<file path="src/rtl/cdiv_pkg.sv">
`timescale 1ns/1ps
package cdiv_pkg;
   // Number of divider stages in the cascade (peripheral, slow).
   localparam int CDIV_STAGES = 2;

   // Default layout of the control word.
   localparam int CDIV_CTRL_W   = 32;
   localparam int CDIV_DIV_W    = 8;
   localparam int CDIV_PERI_LSB = 24;
   localparam int CDIV_SLOW_LSB = 8;

   // Stage 0 is the peripheral stage, stage 1 the slow stage.
   function automatic int field_lsb(input int idx, input int peri_lsb, input int slow_lsb);
      return (idx == 0) ? peri_lsb : slow_lsb;
   endfunction

   // Bits of the control word that hold a divide field.
   function automatic logic [63:0] field_mask(input int div_w, input int peri_lsb,
                                              input int slow_lsb);
      logic [63:0] one_field;
      one_field = (64'd1 << div_w) - 64'd1;
      return (one_field << peri_lsb) | (one_field << slow_lsb);
   endfunction
endpackage

</file>
<file path="src/rtl/cdiv_ctrl_reg.sv">
`timescale 1ns/1ps
module cdiv_ctrl_reg
   import cdiv_pkg::*;
#(
   parameter int CTRL_W   = CDIV_CTRL_W,
   parameter int DIV_W    = CDIV_DIV_W,
   parameter int PERI_LSB = CDIV_PERI_LSB,
   parameter int SLOW_LSB = CDIV_SLOW_LSB,
   parameter int NSTAGE   = CDIV_STAGES
) (
   input  logic                           clk,
   input  logic                           rst_n,
   input  logic                           we_i,
   input  logic [CTRL_W-1:0]              wdata_i,
   output logic [CTRL_W-1:0]              rdata_o,
   output logic [NSTAGE-1:0][DIV_W-1:0]   fld_o
);
   localparam logic [CTRL_W-1:0] FIELD_MASK =
      CTRL_W'(field_mask(DIV_W, PERI_LSB, SLOW_LSB));

   logic [NSTAGE-1:0][DIV_W-1:0] fld_q;

   // Reserved write bits are dropped on purpose.
   logic unused_rsvd_bits;
   assign unused_rsvd_bits = ^(wdata_i & ~FIELD_MASK);

   for (genvar gi = 0; gi < NSTAGE; gi++) begin : g_field
      localparam int LSB = field_lsb(gi, PERI_LSB, SLOW_LSB);
      always_ff @(posedge clk or negedge rst_n) begin
         if (!rst_n) begin
            fld_q[gi] <= '0;
         end else if (we_i) begin
            fld_q[gi] <= wdata_i[LSB +: DIV_W];
         end
      end
   end

   always_comb begin
      rdata_o = '0;
      for (int i = 0; i < NSTAGE; i++) begin
         rdata_o[field_lsb(i, PERI_LSB, SLOW_LSB) +: DIV_W] = fld_q[i];
      end
   end

   assign fld_o = fld_q;
endmodule

</file>
<file path="src/rtl/cdiv_stage.sv">
`timescale 1ns/1ps
module cdiv_stage #(
   parameter int DIV_W = 8
) (
   input  logic             clk,
   input  logic             rst_n,
   input  logic             restart_i,
   input  logic             step_i,
   input  logic [DIV_W-1:0] lim_fld_i,
   output logic             tick_o
);
   logic [DIV_W-1:0] cnt_q;
   logic [DIV_W-1:0] lim_q;
   logic             at_end;

   assign at_end = (cnt_q == lim_q);
   assign tick_o = step_i & at_end & ~restart_i;

   // The limit is sampled only at a wrap or restart, so a period in
   // progress always runs to its original length.
   always_ff @(posedge clk or negedge rst_n) begin
      if (!rst_n) begin
         cnt_q <= '0;
         lim_q <= '0;
      end else if (restart_i) begin
         cnt_q <= '0;
         lim_q <= lim_fld_i;
      end else if (step_i) begin
         if (at_end) begin
            cnt_q <= '0;
            lim_q <= lim_fld_i;
         end else begin
            cnt_q <= cnt_q + DIV_W'(1);
         end
      end
   end
endmodule

</file>
<file path="src/rtl/cascade_clk_divider.sv">
`timescale 1ns/1ps
module cascade_clk_divider
   import cdiv_pkg::*;
#(
   parameter int CTRL_W   = CDIV_CTRL_W,
   parameter int DIV_W    = CDIV_DIV_W,
   parameter int PERI_LSB = CDIV_PERI_LSB,
   parameter int SLOW_LSB = CDIV_SLOW_LSB
) (
   input  logic              clk,
   input  logic              rst_n,
   input  logic [CTRL_W-1:0] cfg_wdata,
   input  logic              cfg_we,
   input  logic              wake_evt,
   output logic              peri_en,
   output logic              slow_en,
   output logic [CTRL_W-1:0] cfg_rdata
);
   localparam int NSTAGE = CDIV_STAGES;

   // Elaboration-time parameter checks.
   if (DIV_W < 1 || DIV_W > 16) begin : g_bad_div_w
      $error("cascade_clk_divider: DIV_W out of range");
   end
   if (PERI_LSB + DIV_W > CTRL_W || SLOW_LSB + DIV_W > CTRL_W) begin : g_bad_fit
      $error("cascade_clk_divider: divide field exceeds control word");
   end
   if ((PERI_LSB < SLOW_LSB + DIV_W) && (SLOW_LSB < PERI_LSB + DIV_W)) begin : g_bad_overlap
      $error("cascade_clk_divider: divide fields overlap");
   end

   logic [NSTAGE-1:0][DIV_W-1:0] fld;
   logic [NSTAGE:0]              en_chain;

   cdiv_ctrl_reg #(
      .CTRL_W   (CTRL_W),
      .DIV_W    (DIV_W),
      .PERI_LSB (PERI_LSB),
      .SLOW_LSB (SLOW_LSB),
      .NSTAGE   (NSTAGE)
   ) u_ctrl (
      .clk     (clk),
      .rst_n   (rst_n),
      .we_i    (cfg_we),
      .wdata_i (cfg_wdata),
      .rdata_o (cfg_rdata),
      .fld_o   (fld)
   );

   // The first stage steps on every fast cycle; each later stage steps
   // only on the strobe of the stage before it.
   assign en_chain[0] = 1'b1;

   for (genvar gs = 0; gs < NSTAGE; gs++) begin : g_stage
      cdiv_stage #(
         .DIV_W (DIV_W)
      ) u_stage (
         .clk       (clk),
         .rst_n     (rst_n),
         .restart_i (wake_evt),
         .step_i    (en_chain[gs]),
         .lim_fld_i (fld[gs]),
         .tick_o    (en_chain[gs+1])
      );
   end

   assign peri_en = en_chain[1];
   assign slow_en = en_chain[NSTAGE];
endmodule

</file>
<file path="config.mk">
export PLATFORM = sky130hd
export DESIGN_NAME = cascade_clk_divider
export DESIGN_NICKNAME = d
export VERILOG_FILES = /design/src/rtl/cdiv_pkg.sv /design/src/rtl/cdiv_ctrl_reg.sv /design/src/rtl/cdiv_stage.sv /design/src/rtl/cascade_clk_divider.sv
export SDC_FILE = /design/constraint.sdc
export NUM_CORES = 1
export LEC_CHECK = 0
export BUFFER_PORTS_ARGS = -buffer_cell sky130_fd_sc_hd__clkbuf_2
export CAP_MARGIN = 10
export CORE_AREA = 2 2 70 123
export DETAILED_ROUTE_END_ITERATION = 10
export DIE_AREA = 0 0 72 125
export GPL_TIMING_DRIVEN = 0
export PLACE_DENSITY_LB_ADDON = 0.08
export REMOVE_ABC_BUFFERS = 1
export SETUP_SLACK_MARGIN = 0.15
export SLEW_MARGIN = 20
export SYNTH_ARGS = -nofsm -noshare
export SYNTH_HDL_FRONTEND = slang
export SYNTH_SLANG_ARGS = --single-unit
</file>
<file path="constraint.sdc">
create_clock -name clk -period 2.3 [get_ports clk]
set_input_delay 0.23 -clock clk [delete_from_list [all_inputs] [get_ports clk]]
set_output_delay 0.23 -clock clk [all_outputs]
set_load 0.02 [all_outputs]
</file>
# Word level (Yosys, flattened, before mapping)
# Cells that the tools add are included.
# classes
order_cmp	0
mux	10
n_shift	0
reduce_logical	4
div_mod_pow	0
addsub	2
n_bitwise	4
eq_ne	2
mul	0
# op_table
operator	n
$mux 8	10
$add 8x1->8 const B	2
$eq 8x8->1	2
$reduce_bool 2->1	3
$and 1x1->1	3
$reduce_and 2->1	1
$not 1->1	1
# word_totals
romBits	0
ramBits	0
word_cells	28
input_bits	36
ff_bits	48
memories	0
latch_bits	0

# Longest topological paths before layout
# logic_depth
depth_word	4
ltp_mapped	7
ltp_nobuf	5

# By module
# Synthesis repeated with hierarchy kept, for this count alone.
# unflattened
cells_unflattened	246
hier_area_um2	2753.9
# modules_own_cells
module	area_each_um2	seq_area_each_um2	cells_per_inst	n_inst
cdiv_stage	928.4	400.4	89	2
cdiv_ctrl_reg	893.4	400.4	67	1
cascade_clk_divider	3.8	0.0	1	1

# Worst setup path before layout
# Ideal clock, no wire load.
# synth_path
path_type	reg2out
startpoint	reg g_stage[0].u_stage.cnt_q[5]
endpoint	out slow_en
slack_ps	457
arrival_ps	1613
stages_incl_launch_ff	5
t_required_ps	2070
path_cell_list	dfrtp_1 -> xor2_1 -> nor4_4 -> nand2_1 -> nor3_1
# synth_between
elab_chain_len	4
# synth_rtl
item	line_no	text
start, declared	cdiv_stage.sv:12	logic [DIV_W-1:0] cnt_q;
start signal, assigned	cdiv_stage.sv:33	cnt_q <= cnt_q + DIV_W'(1);
$eq 8x8->1	cdiv_stage.sv:16	assign at_end = (cnt_q == lim_q);
$and 1x1->1 (3 in a row)	cdiv_stage.sv:17	assign tick_o = step_i & at_end & ~restart_i;
end, declared	cascade_clk_divider.sv:16	output logic slow_en,
# No other way between the ends.

# Worst setup path in the final report
# layout_path
startpoint	reg g_stage[0].u_stage.cnt_q[4]
endpoint	reg g_stage[1].u_stage.cnt_q[5]
# layout_between
elab_chain_len	3
# layout_rtl
item	line_no
$eq 8x8->1	cdiv_stage.sv:16
$and 1x1->1	cdiv_stage.sv:17
$reduce_bool 2->1 (no source line)	n/a
end signal, assigned	cdiv_stage.sv:33
end, declared	cdiv_stage.sv:12
# No other way between the ends.
# A chain may end at the register's enable or synchronous reset.

==> results_dict.tcl <==
set metrics [dict create \
    status "complete, but fails checks" \
    violations "hold timing" \
    cpPeakStageDelay_ns 0.43 \
    crit_slowest_cell "dfrtp_1" \
    ys_types 34 \
    cts.hold.buffers_added 0 \
    timing.fmax_mhz 496 \
    path_buf_inv 1 \
    synthCells 207 \
    synthTopCellsByArea "dfrtp_1, mux2_2, xor2_1, buf_4, nand2_1" \
    yosysSeqAreaShare_pct 51.0 \
    io_buffers 37 \
    gp_congestion 0.682 \
    syn_area_um2 2360 \
    h-tree-depth 2 \
    drc 0 \
    power_mw 2.32 \
    clkLatencyLatePin_ns 0.29 \
    grt_pass1_wl_mm 7.89 \
    final_cell_mix "dfrtp_1, clkbuf_2, nand2_1, mux2_2, xor2_1" \
    clkTransAtPathRegs_ns 0.07 \
    dp_worst_setup_slack_ns 0.000778 \
    rrSetupSlack_ns 0.28 \
    cts_buffers 5 \
    criticalPathCategory "reg2reg" \
    area_growth_syn_to_layout_pct 16.9 \
    synth_warnings 0 \
    startpoint "g_stage[0].u_stage.cnt_q[4]" \
    hold_ws_ns -0.00656 \
    worst_r2r_endpoint "g_stage[1].u_stage.cnt_q[5]" \
    r2r-start "g_stage[0].u_stage.cnt_q[4]" \
    routed_wl_mm 4.78 \
    dieArea_um2 9000 \
    critical_path.endpoint "g_stage[1].u_stage.cnt_q[5]" \
    cts_buffer_depth 2 \
    setup_slack_ns 0.284 \
    path_delay_family "compound AO/OA/AOI/OAI gates" \
    die_x_um 72 \
    dr.pass1.iters 4 \
    final_layout_size_suffix_gt1_share_pct 31.2 \
    synth_top_area_share_pct 51.0 \
    wire_per_inst_um 14.1 \
    p_per_area_nw_per_um2 842 \
    root_buffer "clkbuf_16" \
    setup_viol 0 \
    grt_overflow 0 \
    final_common_cell "dfrtp_1" \
    tightestPinTransition_ns 0.680 \
    clock_sinks 48 \
    period_needed_ns 2.02 \
    postRouteAntennaNets 0 \
    start_util_pct 29.1 \
    crit_path_start_kind "register" \
    num_rows 44 \
    syn_area_per_cell_um2 11.4 \
    grt_max_degree 49 \
    io-pin-count 70 \
    cts_tree "done" \
    rr_worst_depth 6 \
    arrival_ns 2.21 \
    grt_pass1_vias 1523 \
    timing.final.crit_share_pct 87.7 \
    ys_ff_latch 48 \
    core_um2 8090 \
    maxCapViolCount 0 \
    finalClockSkew_ns 0.0107 \
    worst-path-stages 6 \
    place_hpwl_mm 3.48 \
    via_per_inst 4.55 \
    slew_headroom_pct 54.7 \
    crit_fanout 17 \
    crit_required_ns 2.49 \
    final_core_util_pct 34.0 \
    p_leak_nw 1.33 \
    rsz0062_at_grt "no" \
    synth_top_cell_by_area "dfrtp_1" \
    grt_usage_pct 11.6 \
    vdd_drop_max_mv 0.413 \
    finalHoldViolCount 8 \
    critical_path.cell_chain "xor2_1 -> nor4_4 -> buf_4 -> a21o_2 -> nand2_4 -> o311ai_2" \
    drtIter0Drc 60 \
    antenna_found_initial 0 \
    slew_violations 0 \
    end_kind "register" \
    nets 284 \
    antennaDiodeCount 0 \
    vias 1543 \
    tns_ns 0 \
    hp-class "in2async" \
    die_h_um 125 \
]
==> metal layers <==
| metal | GRT usage, % | vias up | routed length, µm |
|---|---|---|---|
| li1 | - | 741 | - |
| met1 | 12.6 | 755 | 1820 |
| met2 | 20.2 | 39 | 2680 |
| met3 | 3.38 | 8 | 194 |
| met4 | 5.44 | 0 | 82 |
| met5 | 0 | - | 0 |
==> cells by family after synthesis <==
kind of cell / after synthesis / synth area share [%]
adder cells (fa/ha/maj): 2 / 1.06
multiplexers: 24 / 11.5
flip-flops: 48 / 51.0
other: 1 / 0.159
AND/OR/NAND/NOR: 67 / 14.7
XOR/XNOR: 22 / 8.18
buffers and inverters: 28 / 7.54
AO/OA/AOI/OAI: 15 / 5.95
==> layout make-up <==
class,count,area [µm²]
clock buffers,6,139
clock inverters,2,38.8
fillers,853,5340
inverters,6,22.5
multi-input cells,146,1030
flip-flops and latches,48,1200
well taps,92,115
repair buffers,39,203
==> through the flow <==
step / hold WS, ns / std cells / instance area [µm²]
finish: -0.00656 / 339 / 2750
global route: 0.0508 / 339 / 2750
CTS: 0.0337 / 338 / 2750
detailed placement: 0.351 / 329 / 2560
global placement: 0.463 / 329 / 2560
floorplan: -0.0656 / 200 / 2260
==> worst min-delay path by stage <==
stage             startpoint                     endpoint  depth (start not counted)
6_report               rst_n             u_ctrl.fld_o[12]                          1
3_3_place_gp   cfg_wdata[27]              u_ctrl.fld_o[3]                          2
4_1_cts                rst_n             u_ctrl.fld_o[15]                          1
3_5_place_dp           rst_n             u_ctrl.fld_o[12]                          1
2_1_floorplan          rst_n  g_stage[0].u_stage.cnt_q[0]                          0
5_1_grt                rst_n  g_stage[1].u_stage.lim_q[4]                          1
==> power by group <==
group / total [mW] / internal, mW / leakage, nW / switching [mW]
clock: 0.876 / 0.545 / 0.0871 / 0.331
sequential: 1.04 / 0.946 / 0.597 / 0.0945
combinational: 0.404 / 0.167 / 0.645 / 0.237
==> state kept, by name (all words and copies together), names as in the netlist <==
signal,cells
g_stage.u_stage.cnt_q,16
g_stage.u_stage.lim_q,16
u_ctrl.fld_o,16
==> repair_timing <==
action / 4_1_cts / 5_1_grt
setup buffers: 1 / 1
pin swaps: 1 / 1
setup endpoints to repair: 5 / 1
gates resized for setup: 1 / 0
==> synthesized netlist by cell type (all sizes together) <==
library cell / count
and3: 5
nor3: 1
xor2: 18
a32o: 1
xnor2: 4
o311ai: 1
inv: 6
mux2: 24
and2: 2
o21ai: 1
nor2: 15
a21oi: 4
nor4: 2
nand3: 7
dfrtp: 48
a21o: 1
o221ai: 1
buf: 21
ha: 2
nand4: 3
a41oi: 1
o22ai: 3
a22oi: 1
clkbuf: 1
nand2: 32
conb: 1
o31ai: 1
Note: power is estimated with default switching activity, not from simulation.
